`src/rtl/thermo_pkg.sv`:
```
package thermo_pkg;
  localparam int unsigned TEMP_W = 13;
  localparam int unsigned FQ_MAX = 6;
  localparam int unsigned CNT_W  = $clog2(FQ_MAX + 1);

  function automatic logic [CNT_W-1:0] fault_need(input logic [1:0] sel);
    case (sel)
      2'b00:   fault_need = CNT_W'(1);
      2'b01:   fault_need = CNT_W'(2);
      2'b10:   fault_need = CNT_W'(4);
      default: fault_need = CNT_W'(FQ_MAX);
    endcase
  endfunction
endpackage

```
`src/rtl/thermo_cmp.sv`:
```
module thermo_cmp #(
  parameter int unsigned TW = thermo_pkg::TEMP_W
) (
  input  logic [TW-1:0] temp_i,
  input  logic [TW-1:0] hi_i,
  input  logic [TW-1:0] lo_i,
  input  logic          ext_i,
  output logic          ge_hi_o,
  output logic          lt_lo_o
);
  localparam int unsigned NW = TW - 1;

  function automatic logic signed [TW-1:0] fit(input logic [TW-1:0] v, input logic ext);
    fit = ext ? $signed(v) : $signed({v[NW-1], v[NW-1:0]});
  endfunction

  logic signed [TW-1:0] t_s, h_s, l_s;
  always_comb begin
    t_s     = fit(temp_i, ext_i);
    h_s     = fit(hi_i, ext_i);
    l_s     = fit(lo_i, ext_i);
    ge_hi_o = (t_s >= h_s);
    lt_lo_o = (t_s < l_s);
  end
endmodule

```
`src/rtl/thermo_fault_q.sv`:
```
module thermo_fault_q #(
  parameter int unsigned CW = thermo_pkg::CNT_W
) (
  input  logic          clk_i,
  input  logic          rst_ni,
  input  logic          clr_i,
  input  logic          hit_i,
  input  logic          miss_i,
  input  logic [CW-1:0] need_i,
  output logic          full_o
);
  logic [CW-1:0] cnt_q;
  logic [CW-1:0] cnt_inc;

  assign cnt_inc = cnt_q + CW'(1);
  assign full_o  = hit_i && !clr_i && (cnt_inc >= need_i);

  always_ff @(posedge clk_i or negedge rst_ni) begin
    if (!rst_ni)                 cnt_q <= '0;
    else if (clr_i || miss_i)    cnt_q <= '0;
    else if (full_o)             cnt_q <= '0;
    else if (hit_i)              cnt_q <= cnt_inc;
  end


  cnt_range_chk: assert property (@(posedge clk_i) disable iff (!rst_ni)
    cnt_q < CW'(thermo_pkg::FQ_MAX));
endmodule

```
`src/rtl/thermo_alert.sv`:
```
module thermo_alert #(
  parameter int unsigned TW = thermo_pkg::TEMP_W
) (
  input  logic          clk_i,
  input  logic          rst_ni,
  input  logic          conv_done_i,
  input  logic [TW-1:0] temp_i,
  input  logic [TW-1:0] hi_lim_i,
  input  logic [TW-1:0] lo_lim_i,
  input  logic          ext_mode_i,
  input  logic          int_mode_i,
  input  logic          pol_i,
  input  logic [1:0]    fq_sel_i,
  input  logic          reg_rd_i,
  input  logic          ares_won_i,
  input  logic          shutdown_i,
  output logic          alert_o,
  output logic          status_o,
  output logic          cause_o
);
  import thermo_pkg::*;

  logic ge_hi, lt_lo;
  logic [CNT_W-1:0] need;
  logic [2:0] set_q;
  logic set_chg;
  logic cmp_fault_q, int_act_q, int_lo_q;
  logic cmp_cond, int_cond, int_run;
  logic cmp_full, int_full;
  logic ack;
  logic act;

  thermo_cmp #(.TW(TW)) u_cmp (
    .temp_i (temp_i), .hi_i (hi_lim_i), .lo_i (lo_lim_i), .ext_i (ext_mode_i),
    .ge_hi_o (ge_hi), .lt_lo_o (lt_lo)
  );

  assign need     = fault_need(fq_sel_i);
  assign set_chg  = ({int_mode_i, fq_sel_i} != set_q);
  assign cmp_cond = cmp_fault_q ? lt_lo : ge_hi;
  assign int_cond = int_lo_q ? lt_lo : ge_hi;
  assign int_run  = conv_done_i && int_mode_i && !int_act_q;
  assign ack      = reg_rd_i || ares_won_i || shutdown_i;

  thermo_fault_q #(.CW(CNT_W)) u_cmp_q (
    .clk_i (clk_i), .rst_ni (rst_ni), .clr_i (set_chg),
    .hit_i (conv_done_i && cmp_cond), .miss_i (conv_done_i && !cmp_cond),
    .need_i (need), .full_o (cmp_full)
  );

  thermo_fault_q #(.CW(CNT_W)) u_int_q (
    .clk_i (clk_i), .rst_ni (rst_ni), .clr_i (set_chg || !int_mode_i),
    .hit_i (int_run && int_cond), .miss_i (int_run && !int_cond),
    .need_i (need), .full_o (int_full)
  );

  always_ff @(posedge clk_i or negedge rst_ni) begin
    if (!rst_ni) begin
      set_q       <= 3'b000;
      cmp_fault_q <= 1'b0;
      int_act_q   <= 1'b0;
      int_lo_q    <= 1'b0;
    end else begin
      set_q <= {int_mode_i, fq_sel_i};
      if (cmp_full) cmp_fault_q <= !cmp_fault_q;
      if (!int_mode_i) begin
        int_act_q <= 1'b0;
        int_lo_q  <= 1'b0;
      end else if (int_act_q && ack) begin
        int_act_q <= 1'b0;
        int_lo_q  <= !int_lo_q;
      end else if (int_full) begin
        int_act_q <= 1'b1;
      end
    end
  end

  assign act      = int_mode_i ? int_act_q : cmp_fault_q;
  assign alert_o  = pol_i ? act : !act;
  assign status_o = pol_i ? cmp_fault_q : !cmp_fault_q;
  assign cause_o  = (int_mode_i ? int_lo_q : 1'b0) ^ pol_i;


  cmp_stable_chk: assert property (@(posedge clk_i) disable iff (!rst_ni)
    !conv_done_i |=> $stable(cmp_fault_q));

  comp_match_chk: assert property (@(posedge clk_i) disable iff (!rst_ni)
    !int_mode_i |-> (alert_o == status_o));

  int_clear_chk: assert property (@(posedge clk_i) disable iff (!rst_ni)
    (int_act_q && ack) |=> !int_act_q);

  int_rise_chk: assert property (@(posedge clk_i) disable iff (!rst_ni)
    $rose(int_act_q) |-> $past(conv_done_i));
endmodule

```
`config.mk`:
```
export PLATFORM = sky130hd
export DESIGN_NAME = thermo_alert
export DESIGN_NICKNAME = d
export VERILOG_FILES = /design/src/rtl/thermo_pkg.sv /design/src/rtl/thermo_cmp.sv /design/src/rtl/thermo_fault_q.sv /design/src/rtl/thermo_alert.sv
export SDC_FILE = /design/constraint.sdc
export NUM_CORES = 1
export LEC_CHECK = 0
export CAP_MARGIN = 20
export CORE_MARGIN = 1
export CORE_UTILIZATION = 56
export DETAILED_ROUTE_END_ITERATION = 8
export DONT_BUFFER_PORTS = 1
export PLACE_DENSITY = 0.82
export SLEW_MARGIN = 20
export SYNTH_ARGS = -nofsm -noshare
export SYNTH_HDL_FRONTEND = slang
export SYNTH_SLANG_ARGS = --single-unit
```
`constraint.sdc`:
```
create_clock -name clk_i -period 3.8 [get_ports clk_i]
set_clock_uncertainty 0.2 [all_clocks]
set_input_delay 0.19 -clock clk_i [delete_from_list [all_inputs] [get_ports clk_i]]
set_output_delay 0.19 -clock clk_i [all_outputs]
set_load 0.03 [all_outputs]
```
# Yosys cells after proc, flatten, opt, wreduce, memory -nomap -nowiden
# Cells that the tools add are included.
dict set report classes {
  add_sub_neg 2
  magnitude_cmp 4
  bitwise 1
  n_reduce_logical 28
  n_eq_ne 5
  n_mux 21
}
# cell n
set ops {}
lappend ops {{$mux W13} 3}
lappend ops {{$mux W3} 6}
lappend ops {{$ge A13 B13 Y1} 1}
lappend ops {{$lt A13 B13 Y1} 1}
lappend ops {{$logic_and A1 B1 Y1} 11}
lappend ops {{$mux W1} 11}
lappend ops {{$logic_not A1 Y1} 9}
lappend ops {{$pmux W3 S3} 1}
lappend ops {{$add A3 B1 Y3 const B} 2}
lappend ops {{$ge A3 B3 Y1} 2}
lappend ops {{$reduce_bool A3 Y1} 2}
lappend ops {{$logic_or A1 B1 Y1} 5}
lappend ops {{$ne A3 B1 Y1 const B} 1}
lappend ops {{$ne A3 B3 Y1} 1}
lappend ops {{$eq A2 B1 Y1 const B} 1}
lappend ops {{$eq A2 B2 Y1 const B} 1}
lappend ops {{$logic_not A2 Y1} 1}
lappend ops {{$ne A2 B1 Y1 const B} 1}
lappend ops {{$xor A1 B1 Y1} 1}
dict set report word_totals {
  ff_bits 12
  in_bits 50
  output_inout_bits 3
}

# Logic depth before layout (Yosys ltp)
dict set report logic_depth {
  word_depth 9
  depth_mapped 9
}

# Modules after synthesis
# From an unflattened synthesis, not the netlist that was laid out.
dict set report unflattened {
  hier_cells 167
  area_unflattened_um2 1512.7
}
# module area_per_inst_um2 cells_per_inst instances
set modules_own_cells {}
lappend modules_own_cells {thermo_cmp 653.1 84 1}
lappend modules_own_cells {thermo_fault_q 249.0 25 2}
lappend modules_own_cells {thermo_alert 361.6 33 1}

# Worst setup path before layout
# No wires, ideal clock.
dict set report synth_timing {
  kind {input-to-reg}
  start {input ext_mode_i}
  end {register u_int_q.cnt_q[2]}
  setup_ps 133
  required_ps 3467
  cell_stages 9
  arrival_time_ps 1918
  setup_slack_ps 1549
  path_cell_list {mux2_2 -> ha_1 -> nand4_1 -> nor3_1 -> o21ai_0 -> a21oi_1 -> a41oi_2 -> o211ai_1 -> o211ai_2}
}
dict set report synth_between {
  elab_chain_cells 8
  elab_cells_between_ends 15
}
# element line_no
set synth_lines {}
lappend synth_lines {{start, declared} thermo_alert.sv:10} ;# input logic ext_mode_i,
lappend synth_lines {{$mux W13} thermo_cmp.sv:14} ;# fit = ext ? $signed(v) : $signed({v[NW-1], v[NW-1:0]});
lappend synth_lines {{$ge A13 B13 Y1 or $lt A13 B13 Y1 (tied branches)} {thermo_cmp.sv:22, thermo_cmp.sv:23}}
lappend synth_lines {{$mux W1 *} thermo_alert.sv:41} ;# assign int_cond = int_lo_q ? lt_lo : ge_hi;
lappend synth_lines {{$logic_and A1 B1 Y1} thermo_alert.sv:53} ;# .hit_i (int_run && int_cond), .miss_i (int_run && !int_cond),
lappend synth_lines {{$logic_and A1 B1 Y1 (2 in series)} thermo_fault_q.sv:16} ;# assign full_o = hit_i && !clr_i && (cnt_inc >= need_i);
lappend synth_lines {{$mux W3} thermo_fault_q.sv:21} ;# else if (full_o) cnt_q <= '0;
lappend synth_lines {{$mux W3} thermo_fault_q.sv:20} ;# else if (clr_i || miss_i) cnt_q <= '0;
lappend synth_lines {{end signal, assigned} thermo_fault_q.sv:22} ;# else if (hit_i) cnt_q <= cnt_inc;
lappend synth_lines {{end, declared} thermo_fault_q.sv:12} ;# logic [CW-1:0] cnt_q;
# Mark *: on every way between the ends. The rest lies on a longest branch, timed or not.
# A chain may end at the register's enable or synchronous reset.

# Worst setup path in the final report
dict set report layout_timing {
  start {register u_cmp_q.cnt_q[0]}
  end {register u_cmp_q.cnt_q[2]}
}
dict set report layout_between {
  elab_chain_cells 5
  elab_cells_between_ends 7
}
# element line_no
set layout_lines {}
lappend layout_lines {{start, declared} thermo_fault_q.sv:12}
lappend layout_lines {{start signal, assigned} thermo_fault_q.sv:22}
lappend layout_lines {{$add A3 B1 Y3 *} thermo_fault_q.sv:15} ;# assign cnt_inc = cnt_q + CW'(1);
lappend layout_lines {{$ge A3 B3 Y1} thermo_fault_q.sv:16}
lappend layout_lines {{$logic_and A1 B1 Y1} thermo_fault_q.sv:16}
lappend layout_lines {{$mux W3} thermo_fault_q.sv:21}
lappend layout_lines {{$mux W3} thermo_fault_q.sv:20}
# Mark *: on every way between the ends. The rest lies on a longest branch, timed or not. The select of a mux whose other input is x is not followed.

==> impl_metrics.csv <==
group,metric,value,unit
run_status,status,"finished clean",
finish,design_area,1629,um2
yosys,yosysMostFrequentCell,"ha_1",
die,die_h,53.63,um
placement,hpwl,2628,um
placement,io_buffers,0,
finish,antenna_cells,0,
timing,min_period,2.520,ns
route,viasPerCell,5.881,
worst_setup_path,end_kind,"flip-flop",
flow_run,drv_cap,0,
yosys,synth_area_leader_cell,"ha_1",
grt,grt_remaining_overflow,0,
timing,worst_pin_slew,0.7116,ns
cts,clock_latency,0.28,ns
yosys,syn-num-nets,270,
worst_setup_path,crit_path_start,"u_cmp_q.cnt_q[0]",
worst_setup_path,worstReg2RegStart,"u_cmp_q.cnt_q[0]",
route,dr.pass1.iters,4,
yosys,avgSynthCellArea,7.982,um2
timing,rsz0062_at_grt,"no",
worst_setup_path,required,3.80,ns
finish,drive_gt1_share,4.592,%
yosys,synth_commonest_cells,"33 x ha_1, 32 x inv_1, 17 x a21oi_1, 17 x nand2_1, 12 x dfrtp_1",
worst_setup_path,arrival,2.52,ns
worst_setup_path,worst_r2r_path_depth,8,
power,powerDensity,243.3,nW/um2
grt,grt_use_total,23.24,%
timing,slew_headroom,52.22,%
yosys,synth_cell_types,33,
timing,max_freq,0.3968,GHz
route,drcViolationCount,0,
cts,cts_buffers,3,
yosys,synthArstFlopShare,100.0,%
grt,antenna_found_initial,0,
die,die_area,2876,um2
cts,h-tree-depth,1,
timing,slew_viol_final,0,
timing,finalCritPeriodShare,66.32,%
route,drt_wl_total,3148,um
cts,path_clk_slew,0.08,ns
grt,grt_max_degree,13,
power,vdd.ir_drop.worst,0.0002291,V
grt,grt_pass1_wl,4857,um
route,vias,1329,
cts,cts_resized,0,
yosys,synth-seq-cells,12,
yosys,ys_seq_area_share,20.12,%
route,wl_per_cell,13.93,um
finish,n_fill_cell,220,
cts,clock-sinks,12,
die,coreArea,2500,um2
cts,cts_tree,"done",
cts,postCtsHoldBufs,7,
route,ant_nets,0,
cts,cts_root_buf,"clkbuf_4",
grt,grt_pass1_vias,1221,
timing,setup_viol,0,
grt,grtUsageMet3,4.237,%
yosys,synth_edf_count,0,
worst_setup_path,reg2reg_slack,1.28,ns
grt,gr-usage-met1,25.65,%
yosys,synth_top_area_share,27.66,%
placement,gp_congestion,0.7665,
grt,use_met2,46.04,%
worst_setup_path,critical_path_class,"flip-flop to flip-flop",
worst_setup_path,start_kind,"flip-flop",
finish,final_nets,280,
hold_path,hp-class,"input pin to flip-flop",
finish,syn2layout_area_growth,9.136,%
die,initial_core_util,59.71,%
timing,hold_viol_final,0,
timing,fin_tns_setup,0,ns
die,die_w,53.63,um
worst_setup_path,crit_end,"u_cmp_q.cnt_q[2]",
yosys,synth_top_cells_by_area,"ha_1 28%, dfrtp_1 20%, inv_1 8.0%, a21oi_1 5.7%, nand2_1 4.3%",
power,power_leakage,0.8537,nW
die,fp-row-count,18,
yosys,ys_warn_count,0,
grt,grt_busiest_layer,"met2",
yosys,yosys_most_used_dff,"dfrtp_1",
route,initialDrtViolationCount,11,
cts,clk_path_buf_depth,2,
yosys,synthesis.area,1493,um2
worst_setup_path,worstPathMaxFanout,4,
yosys,synthCells,187,
cts,postCtsSetupRepairBufs,0,
worst_setup_path,rr_endpoint,"u_cmp_q.cnt_q[2]",
die,io_pins,53,
placement,postPlaceCellArea,1523,um2
## final cells by class
cell class	instances	area (um2)	share of cell area, %
Multi-Input combinational cell	141	1065	65.36
Sequential cell	12	300.3	18.43
Inverter	32	120.1	7.373
Timing Repair Buffer	7	70.07	4.301
Tap cell	30	37.54	2.304
Clock buffer	4	36.28	2.227
## worst min path at each step
stage,start,endpoint,slack [ns],cells past startpoint
floorplan,rst_ni,cmp_fault_q,-0.31,0
global placement,rst_ni,set_q[1],-0.31,0
detailed placement,rst_ni,set_q[0],-0.31,0
CTS,conv_done_i,cmp_fault_q,0.02,3
global route,conv_done_i,cmp_fault_q,0.02,3
finish,conv_done_i,cmp_fault_q,0.01,3
## critical path, stage by stage, from the launching register on
cell and delay (ns):
dfrtp_1 0.42, ha_1 0.34, ha_1 0.29, a21o_1 0.16, a21oi_1 0.26, nand2_1 0.17
nor3b_1 0.28, a21oi_1 0.17, o22ai_1 0.15
## power breakdown
group	internal, mW	switching [mW]	leakage [nW]
Combinational	0.0571	0.0871	0.674
Sequential	0.134	0.0140	0.159
Clock	0.0583	0.0455	0.0210
## kinds of logic (layout without fill, tap and decap cells)
group / after synthesis / count (layout) / synth area share, %
AND/OR/NAND/NOR: 55 / 55 / 18.19
adder cells (fa/ha/maj): 33 / 33 / 27.66
multiplexers: 4 / 4 / 2.766
flip-flops: 12 / 12 / 20.12
AO/OA/AOI/OAI: 40 / 40 / 17.44
XOR/XNOR: 9 / 9 / 5.281
buffers and inverters: 34 / 43 / 8.550
## flip-flops by register name, summed over array words and instances (netlist names)
signal,count
int_lo_q,1
u_cmp_q.cnt_q,3
int_act_q,1
cmp_fault_q,1
u_int_q.cnt_q,3
set_q,3
## placed cells by master, fill, tap and decap left out, types with 2 or more instances in the layout
master,n
nand2_1,17
a21oi_1,17
a21o_1,4
o21ai_0,4
dlygate4sd3_1,7
xnor2_1,3
inv_1,32
mux2i_1,3
nand3_1,4
o21ai_1,4
dfrtp_1,12
nor2b_1,3
nor2_1,8
xor2_1,6
nand4_1,3
clkbuf_4,3
nand2b_1,6
ha_1,33
nor3_1,10
o211ai_1,2
## layer usage
metal / wire length [um] / up-vias
met4: 31 / 0
met5: 0 / -
met1: 1316 / 604
li1: - / 666
met3: 160 / 8
met2: 1639 / 51
## per-stage QoR
stage	hold WS (ns)	util (%)	cells	setup WS, ns	total power, mW
after floorplan	-0.3056	-	187	1.549	0.2634
after global placement	-0.3053	60.91	215	1.470	0.2773
after detailed placement	-0.3053	60.91	215	1.256	0.2853
after CTS	0.01608	65.17	226	1.288	0.3986
after global routing	0.02201	65.17	226	1.073	0.4265
final	0.01365	65.17	226	1.280	0.3964
No activity file was read; power rests on OpenSTA's default activity.
